[config.mk]
export PLATFORM = sky130hd
export DESIGN_NAME = pwrseq_ctrl
export DESIGN_NICKNAME = d
export VERILOG_FILES = /design/src/rtl/psr_pkg.sv /design/src/rtl/psr_sync.sv /design/src/rtl/psr_req_latch.sv /design/src/rtl/psr_quiet.sv /design/src/rtl/pwrseq_ctrl.sv
export SDC_FILE = /design/constraint.sdc
export NUM_CORES = 1
export LEC_CHECK = 0
export ABC_AREA = 1
export BUFFER_PORTS_ARGS = -buffer_cell sky130_fd_sc_hd__buf_2
export CORE_ASPECT_RATIO = 1.75
export CORE_UTILIZATION = 38
export DETAILED_ROUTE_END_ITERATION = 10
export PLACE_DENSITY = 0.62
export SLEW_MARGIN = 10
export SYNTH_ARGS = -nofsm -noshare
export SYNTH_HDL_FRONTEND = slang
export SYNTH_SLANG_ARGS = --single-unit
[constraint.sdc]
create_clock -name clk -period 5.21 [get_ports clk]
set_input_delay 0.7815 -clock clk [delete_from_list [all_inputs] [get_ports clk]]
set_output_delay 0.7815 -clock clk [all_outputs]
set_load 0.01 [all_outputs]
[src/rtl/psr_pkg.sv]
package psr_pkg;
  typedef enum logic [2:0] {
    ST_PWRUP, ST_WAIT_UP, ST_READY, ST_SLEEP,
    ST_ASLEEP, ST_WAKE_RST, ST_WAKE_PD, ST_ERROR
  } psr_state_e;

  // microseconds to clock cycles, rounded up
  function automatic int unsigned us_to_cyc(input longint unsigned hz,
                                            input longint unsigned us);
    longint unsigned c;
    c = (hz * us + 64'd999999) / 64'd1000000;
    return c[31:0];
  endfunction
endpackage

[src/rtl/psr_sync.sv]
module psr_sync #(
  parameter int unsigned WIDTH = 2
) (
  input  logic             clk,
  input  logic             rst_n,
  input  logic [WIDTH-1:0] d,
  output logic [WIDTH-1:0] q
);
  for (genvar i = 0; i < WIDTH; i++) begin : g_bit
    logic [1:0] ff;
    always_ff @(posedge clk or negedge rst_n) begin
      if (!rst_n) ff <= 2'b00;
      else        ff <= {ff[0], d[i]};
    end
    assign q[i] = ff[1];
  end
endmodule

[src/rtl/psr_req_latch.sv]
module psr_req_latch (
  input  logic clk,
  input  logic rst_n,
  input  logic req,
  input  logic clr,
  output logic pend
);
  always_ff @(posedge clk or negedge rst_n) begin
    if (!rst_n)   pend <= 1'b0;
    else if (req) pend <= 1'b1;   // a fresh request outranks a clear
    else if (clr) pend <= 1'b0;
  end
endmodule

[src/rtl/psr_quiet.sv]
module psr_quiet #(
  parameter int unsigned SETTLE_CYC = 20
) (
  input  logic clk,
  input  logic rst_n,
  input  logic hold,
  output logic quiet
);
  localparam int unsigned W = $clog2(SETTLE_CYC + 1);
  localparam logic [W-1:0] LOAD = W'(SETTLE_CYC);
  logic [W-1:0] cnt;

  always_ff @(posedge clk or negedge rst_n) begin
    if (!rst_n)           cnt <= LOAD;
    else if (hold)        cnt <= LOAD;
    else if (cnt != '0)   cnt <= cnt - 1'b1;
  end

  assign quiet = hold || (cnt != '0);
endmodule

[src/rtl/pwrseq_ctrl.sv]
module pwrseq_ctrl
  import psr_pkg::*;
#(
  parameter int unsigned CLK_HZ       = 125_000_000,
  parameter int unsigned RST_PULSE_US = 10,
  parameter int unsigned SETTLE_US    = 20,
  parameter int unsigned HPD_LIMIT_US = 90_000
) (
  input  logic clk,
  input  logic rst_n,
  input  logic supplies_ok,
  input  logic hpd_in,
  input  logic video_active,
  input  logic sleep_req,
  input  logic wake_req,
  output logic pd_pull,
  output logic rst_pull,
  output logic bus_quiet,
  output logic ready,
  output logic asleep,
  output logic timeout
);
  localparam int unsigned RST_RAW    = us_to_cyc(64'(CLK_HZ), 64'(RST_PULSE_US));
  localparam int unsigned RST_CYC    = (RST_RAW < 2) ? 2 : RST_RAW;
  localparam int unsigned SETTLE_CYC = us_to_cyc(64'(CLK_HZ), 64'(SETTLE_US));
  localparam int unsigned HPD_RAW    = us_to_cyc(64'(CLK_HZ), 64'(HPD_LIMIT_US));
  localparam int unsigned HPD_CYC    = (HPD_RAW < 2) ? 2 : HPD_RAW;
  localparam int unsigned CNT_W      = $clog2(HPD_CYC + RST_CYC + 1);
  localparam logic [CNT_W-1:0] HPD_LAST = CNT_W'(HPD_CYC - 1);
  localparam logic [CNT_W-1:0] RST_LAST = CNT_W'(RST_CYC - 1);

  logic [1:0] sync_q;
  logic       hpd_s, sup_s;

  psr_sync #(.WIDTH(2)) u_sync (
    .clk (clk), .rst_n (rst_n),
    .d   ({hpd_in, supplies_ok}),
    .q   (sync_q)
  );
  assign hpd_s = sync_q[1];
  assign sup_s = sync_q[0];

  psr_state_e st_q, st_d;
  logic [CNT_W-1:0] cnt;
  logic sleep_pend, wake_pend, sleep_clr, wake_clr;
  logic go_sleep, go_wake, err_pd, to_q;

  psr_req_latch u_sleep_pend (
    .clk (clk), .rst_n (rst_n), .req (sleep_req), .clr (sleep_clr), .pend (sleep_pend)
  );
  psr_req_latch u_wake_pend (
    .clk (clk), .rst_n (rst_n), .req (wake_req), .clr (wake_clr), .pend (wake_pend)
  );

  // request acceptance; wake outranks sleep in the error state
  always_comb begin
    go_wake  = !video_active && wake_pend &&
               (st_q == ST_ASLEEP || st_q == ST_ERROR);
    go_sleep = !video_active && sleep_pend &&
               (st_q == ST_READY || (st_q == ST_ERROR && !wake_pend));
    // a sleep request while asleep, or a lone wake while ready, is discarded
    sleep_clr = go_sleep || (st_q == ST_ASLEEP && sleep_pend);
    wake_clr  = go_wake  || (st_q == ST_READY && wake_pend && !sleep_pend);
  end

  always_comb begin
    st_d = st_q;
    unique case (st_q)
      ST_PWRUP:    if (sup_s) st_d = ST_WAIT_UP;
      ST_WAIT_UP:  if (hpd_s) st_d = ST_READY;
                   else if (cnt == HPD_LAST) st_d = ST_ERROR;
      ST_READY:    if (go_sleep) st_d = ST_SLEEP;
      ST_SLEEP:    if (!hpd_s) st_d = ST_ASLEEP;
                   else if (cnt == HPD_LAST) st_d = ST_ERROR;
      ST_ASLEEP:   if (go_wake) st_d = ST_WAKE_RST;
      ST_WAKE_RST: st_d = ST_WAKE_PD;
      ST_WAKE_PD:  if (cnt == RST_LAST) st_d = ST_WAIT_UP;
      ST_ERROR:    if (go_wake) st_d = ST_WAKE_RST;
                   else if (go_sleep) st_d = ST_SLEEP;
      default:     st_d = ST_PWRUP;
    endcase
  end

  always_ff @(posedge clk or negedge rst_n) begin
    if (!rst_n) begin
      st_q   <= ST_PWRUP;
      cnt    <= '0;
      err_pd <= 1'b0;
      to_q   <= 1'b0;
    end else begin
      st_q <= st_d;
      if (st_d != st_q)  cnt <= '0;
      else if (cnt != '1) cnt <= cnt + 1'b1;
      if (st_d == ST_ERROR && st_q != ST_ERROR) begin
        err_pd <= (st_q == ST_SLEEP);
        to_q   <= 1'b1;
      end else if (go_sleep || go_wake) begin
        to_q   <= 1'b0;
      end
    end
  end

  // open-drain: outputs are pull-low enables only
  assign rst_pull = (st_q == ST_PWRUP) || (st_q == ST_WAKE_RST) || (st_q == ST_WAKE_PD);
  assign pd_pull  = (st_q == ST_SLEEP) || (st_q == ST_ASLEEP) ||
                    (st_q == ST_WAKE_RST) || (st_q == ST_ERROR && err_pd);
  assign ready    = (st_q == ST_READY);
  assign asleep   = (st_q == ST_ASLEEP);
  assign timeout  = to_q;

  psr_quiet #(.SETTLE_CYC(SETTLE_CYC)) u_quiet (
    .clk (clk), .rst_n (rst_n), .hold (rst_pull), .quiet (bus_quiet)
  );
endmodule

==> flow_metrics.py <==
metrics = {
    "pwr": {
        "leakage_uw": 0.00148,
        "p_per_area_nw_per_um2": 432,
        "ir_drop_uv": 280,
    },
    "grt": {
        "grtUsageMet2_pct": 35.2,
        "grt_util_all_layers_pct": 19.3,
        "grt_max_degree": 48,
        "grt_pass1_wl_mm": 11.4,
        "grt.met1_usage_pct": 19.6,
        "use_met3_pct": 4.39,
        "busiest_layer": "met2",
        "antenna_found_initial": 0,
        "grt_pass1_vias": 2554,
        "grt_overflow": 0,
    },
    "sta": {
        "drv_slew": 0,
        "slew_headroom_pct": 30.7,
        "fin_tns_setup_ns": 0,
        "finalHoldViolCount": 0,
        "worst_slew_pin_slew_ns": 1.04,
        "fin_skew_ns": 0.00660,
        "period_needed_ns": 2.65,
        "clock.fmax_mhz": 377,
        "rsz0062_at_grt": "no",
        "period_share_pct": 50.9,
        "setup_viol": 0,
    },
    "yosys": {
        "synth_xor_area_share_pct": 5.52,
        "yosys.area.top_type": "dfrtp_1",
        "yosys_warnings": 0,
        "synth_top_area_share_pct": 36.8,
        "synthSimpleGateAreaFrac_pct": 35.3,
        "synth_top_family_by_area": "simple AND/OR/NAND/NOR gates",
        "syn-num-nets": 412,
        "synth_mux_area_share_pct": 0,
        "ys_ff_latch": 47,
        "netlist_area_um2": 2860,
        "netlist_instances": 402,
        "syn_area_per_cell_um2": 7.11,
        "synthAdderAreaFrac_pct": 1.31,
        "synth.area.top_cells": "dfrtp_1 (37%), nor2_1 (12%), nand2_1 (9.9%)",
        "synth.distinct_cells": 35,
        "synth-seq-area-share_pct": 41.4,
        "synth-compound-area-share_pct": 6.92,
    },
    "clocking": {
        "clk_pin_slew_ns": 0.07,
        "htreeDepth": 2,
        "postCtsSetupBuffers": 0,
        "cts.sinks": 47,
        "clockBufferDepth": 2,
        "ctsResizeCount": 0,
        "cts_tree": "yes",
        "clock_latency_ns": 0.29,
        "cts_buffers": 5,
        "cts_root_buffer": "clkbuf_16",
        "ctsHoldBuffers": 0,
    },
    "min_path": {
        "hold_class": "flip-flop to flip-flop",
        "hold-path-cell-count": 0,
        "whs_endpoint": "u_sync.g_bit[0].ff[1]",
        "hp-start": "u_sync.g_bit[0].ff[0]",
    },
    "setup_path": {
        "crit_required_ns": 4.43,
        "crit-reg2reg-launch": "cnt[0]",
        "reg2reg_slack_ns": 2.94,
        "arrival_ns": 1.87,
        "crit_type": "flip-flop to primary output",
        "reg2regPathDepth": 11,
        "cp_max_fo": 7,
        "worstReg2RegEnd": "cnt[18]",
        "cp-start-kind": "flip-flop",
        "end_kind": "primary output",
    },
    "floorplanning": {
        "row_count": 41,
        "ioPinCount": 13,
        "die_w_um": 67.5,
        "dieArea_um2": 7880,
        "core_area_um2": 7230,
        "initial_core_util_pct": 39.5,
        "die_y_um": 117,
    },
    "layout": {
        "diodes": 0,
        "area_delta_synth_final_pct": 10.3,
        "multi_input_area_um2": 1400,
        "ff_latch_area_um2": 1180,
        "drive_gt1_share_pct": 9.38,
        "final.fill_count": 745,
        "nNetsFinal": 425,
        "utilization_pct": 43.6,
    },
    "drt": {
        "antenna_left": 0,
        "dr.pass1.iters": 4,
        "wl_mm": 6.45,
        "initialDrtViolationCount": 135,
        "post_drt_wl_per_cell_um": 12.8,
        "drc_errors": 0,
        "vias_per_cell": 5.10,
        "vias": 2559,
    },
    "place": {
        "dp_hpwl_mm": 4.93,
        "place_congestion": 0.918,
        "io_buffer_count": 12,
    },
    "outcome": {
        "status": "finished, final reports clean",
    },
    "flow_run": {
        "max_cap_violations": 0,
    },
}
==> logic make-up (layout without fill, tap and decap cells) <==
kind of cell               count (synthesis)  after routing
and+or+nand+nor                          232            232
xor gates and xnor gates                  18             18
buffers and inverters                     67             81
adders and majority gates                  3              3
AOI/OAI and AO/OA                         35             35
DFF                                       47             47
==> stage by stage <==
stage               power [uW]  worst slack (ns)  hold WS (ns)  cells  instance area [um2]
floorplan                  892              3.24         0.331    402                 2860
global placement           994              2.86         0.331    494                 2980
detailed placement         998              2.84         0.336    494                 2980
CTS                       1380              2.51         0.353    502                 3150
global route              1480              2.37         0.370    502                 3150
finish                    1360              2.56         0.350    502                 3150
==> power by group <==
group          total, uW  internal (uW)  leakage, uW  switching, uW
logic                508            161     0.000791            347
clock network        373            229    0.0000844            144
registers            481            426     0.000608           54.7
==> flip-flops by register name, indices dropped and copies added, names as in the netlist <==
signal,count
cnt,24
err_pd,1
st_q,3
timeout,1
u_quiet.cnt,12
u_sleep_pend.pend,1
u_sync.g_bit.ff,4
u_wake_pend.pend,1
==> cells in the mapped netlist (all sizes together) <==
master,n
nand4,11
nand2b,1
ha,3
nand2,77
a31oi,1
nor2,92
and3,1
o21ai,17
o211ai,2
a21oi,11
xnor2,1
o211a,1
dfrtp,42
or2,1
nor3,5
inv,61
a21boi,1
buf,6
nand3b,1
nand3,38
dfstp,5
o22ai,1
xor2,17
nor4,5
a31o,1
==> worst max-delay path: stages (launching register included) <==
cell and delay [ns]:
dfrtp_1 0.36, inv_1 0.10, ha_1 0.21, nand2_1 0.06, inv_1 0.09, nand3_1 0.12, nor2_1 0.24, nand2_1 0.21
buf_2 0.19
==> worst max path at each step <==
stage / from / end / slack, ns / depth (start not counted)
global placement: u_quiet.cnt[0] / bus_quiet / 2.86 / 8
detailed placement: u_quiet.cnt[0] / bus_quiet / 2.84 / 8
finish: u_quiet.cnt[0] / bus_quiet / 2.56 / 8
CTS: u_quiet.cnt[0] / bus_quiet / 2.51 / 8
global route: u_quiet.cnt[0] / bus_quiet / 2.37 / 8
floorplan: st_q[1] / bus_quiet / 3.24 / 5
==> final cells by class <==
cell class / instances / share of cell area [%]
Clock buffer: 5 / 3.97
Sequential cell: 47 / 37.5
Multi-Input combinational cell: 288 / 44.4
Tap cell: 86 / 3.41
Clock inverter: 3 / 1.51
Timing Repair Buffer: 12 / 1.91
Inverter: 61 / 7.26
==> routing by layer <==
| metal | up-vias | wire length [um] |
|---|---|---|
| met1 | 1190 | 2430 |
| met3 | 21 | 179 |
| met2 | 49 | 3640 |
| met4 | 0 | 206 |
| li1 | 1299 | - |
| met5 | - | 0 |
==> cell usage in the layout, fill, tap and decap left out, drive strengths merged <==
cell type,synthesis,final
dfrtp,42,42
clkbuf,0,5
dfstp,5,5
a21boi,1,1
clkinv,0,1
nand4,11,11
buf,6,12
nand2,77,77
o22ai,1,1
nand3,38,38
bufinv,0,1
a31oi,1,1
o21ai,17,17
nor4,5,5
or2,1,1
nand2b,1,1
ha,3,3
a21oi,11,11
and3,1,1
a31o,1,1
nand3b,1,1
o211ai,2,2
nor2,92,92
nor3,5,5
xor2,17,17
o211a,1,1
xnor2,1,1
inv,61,62
(Power assumes the default switching activity.)
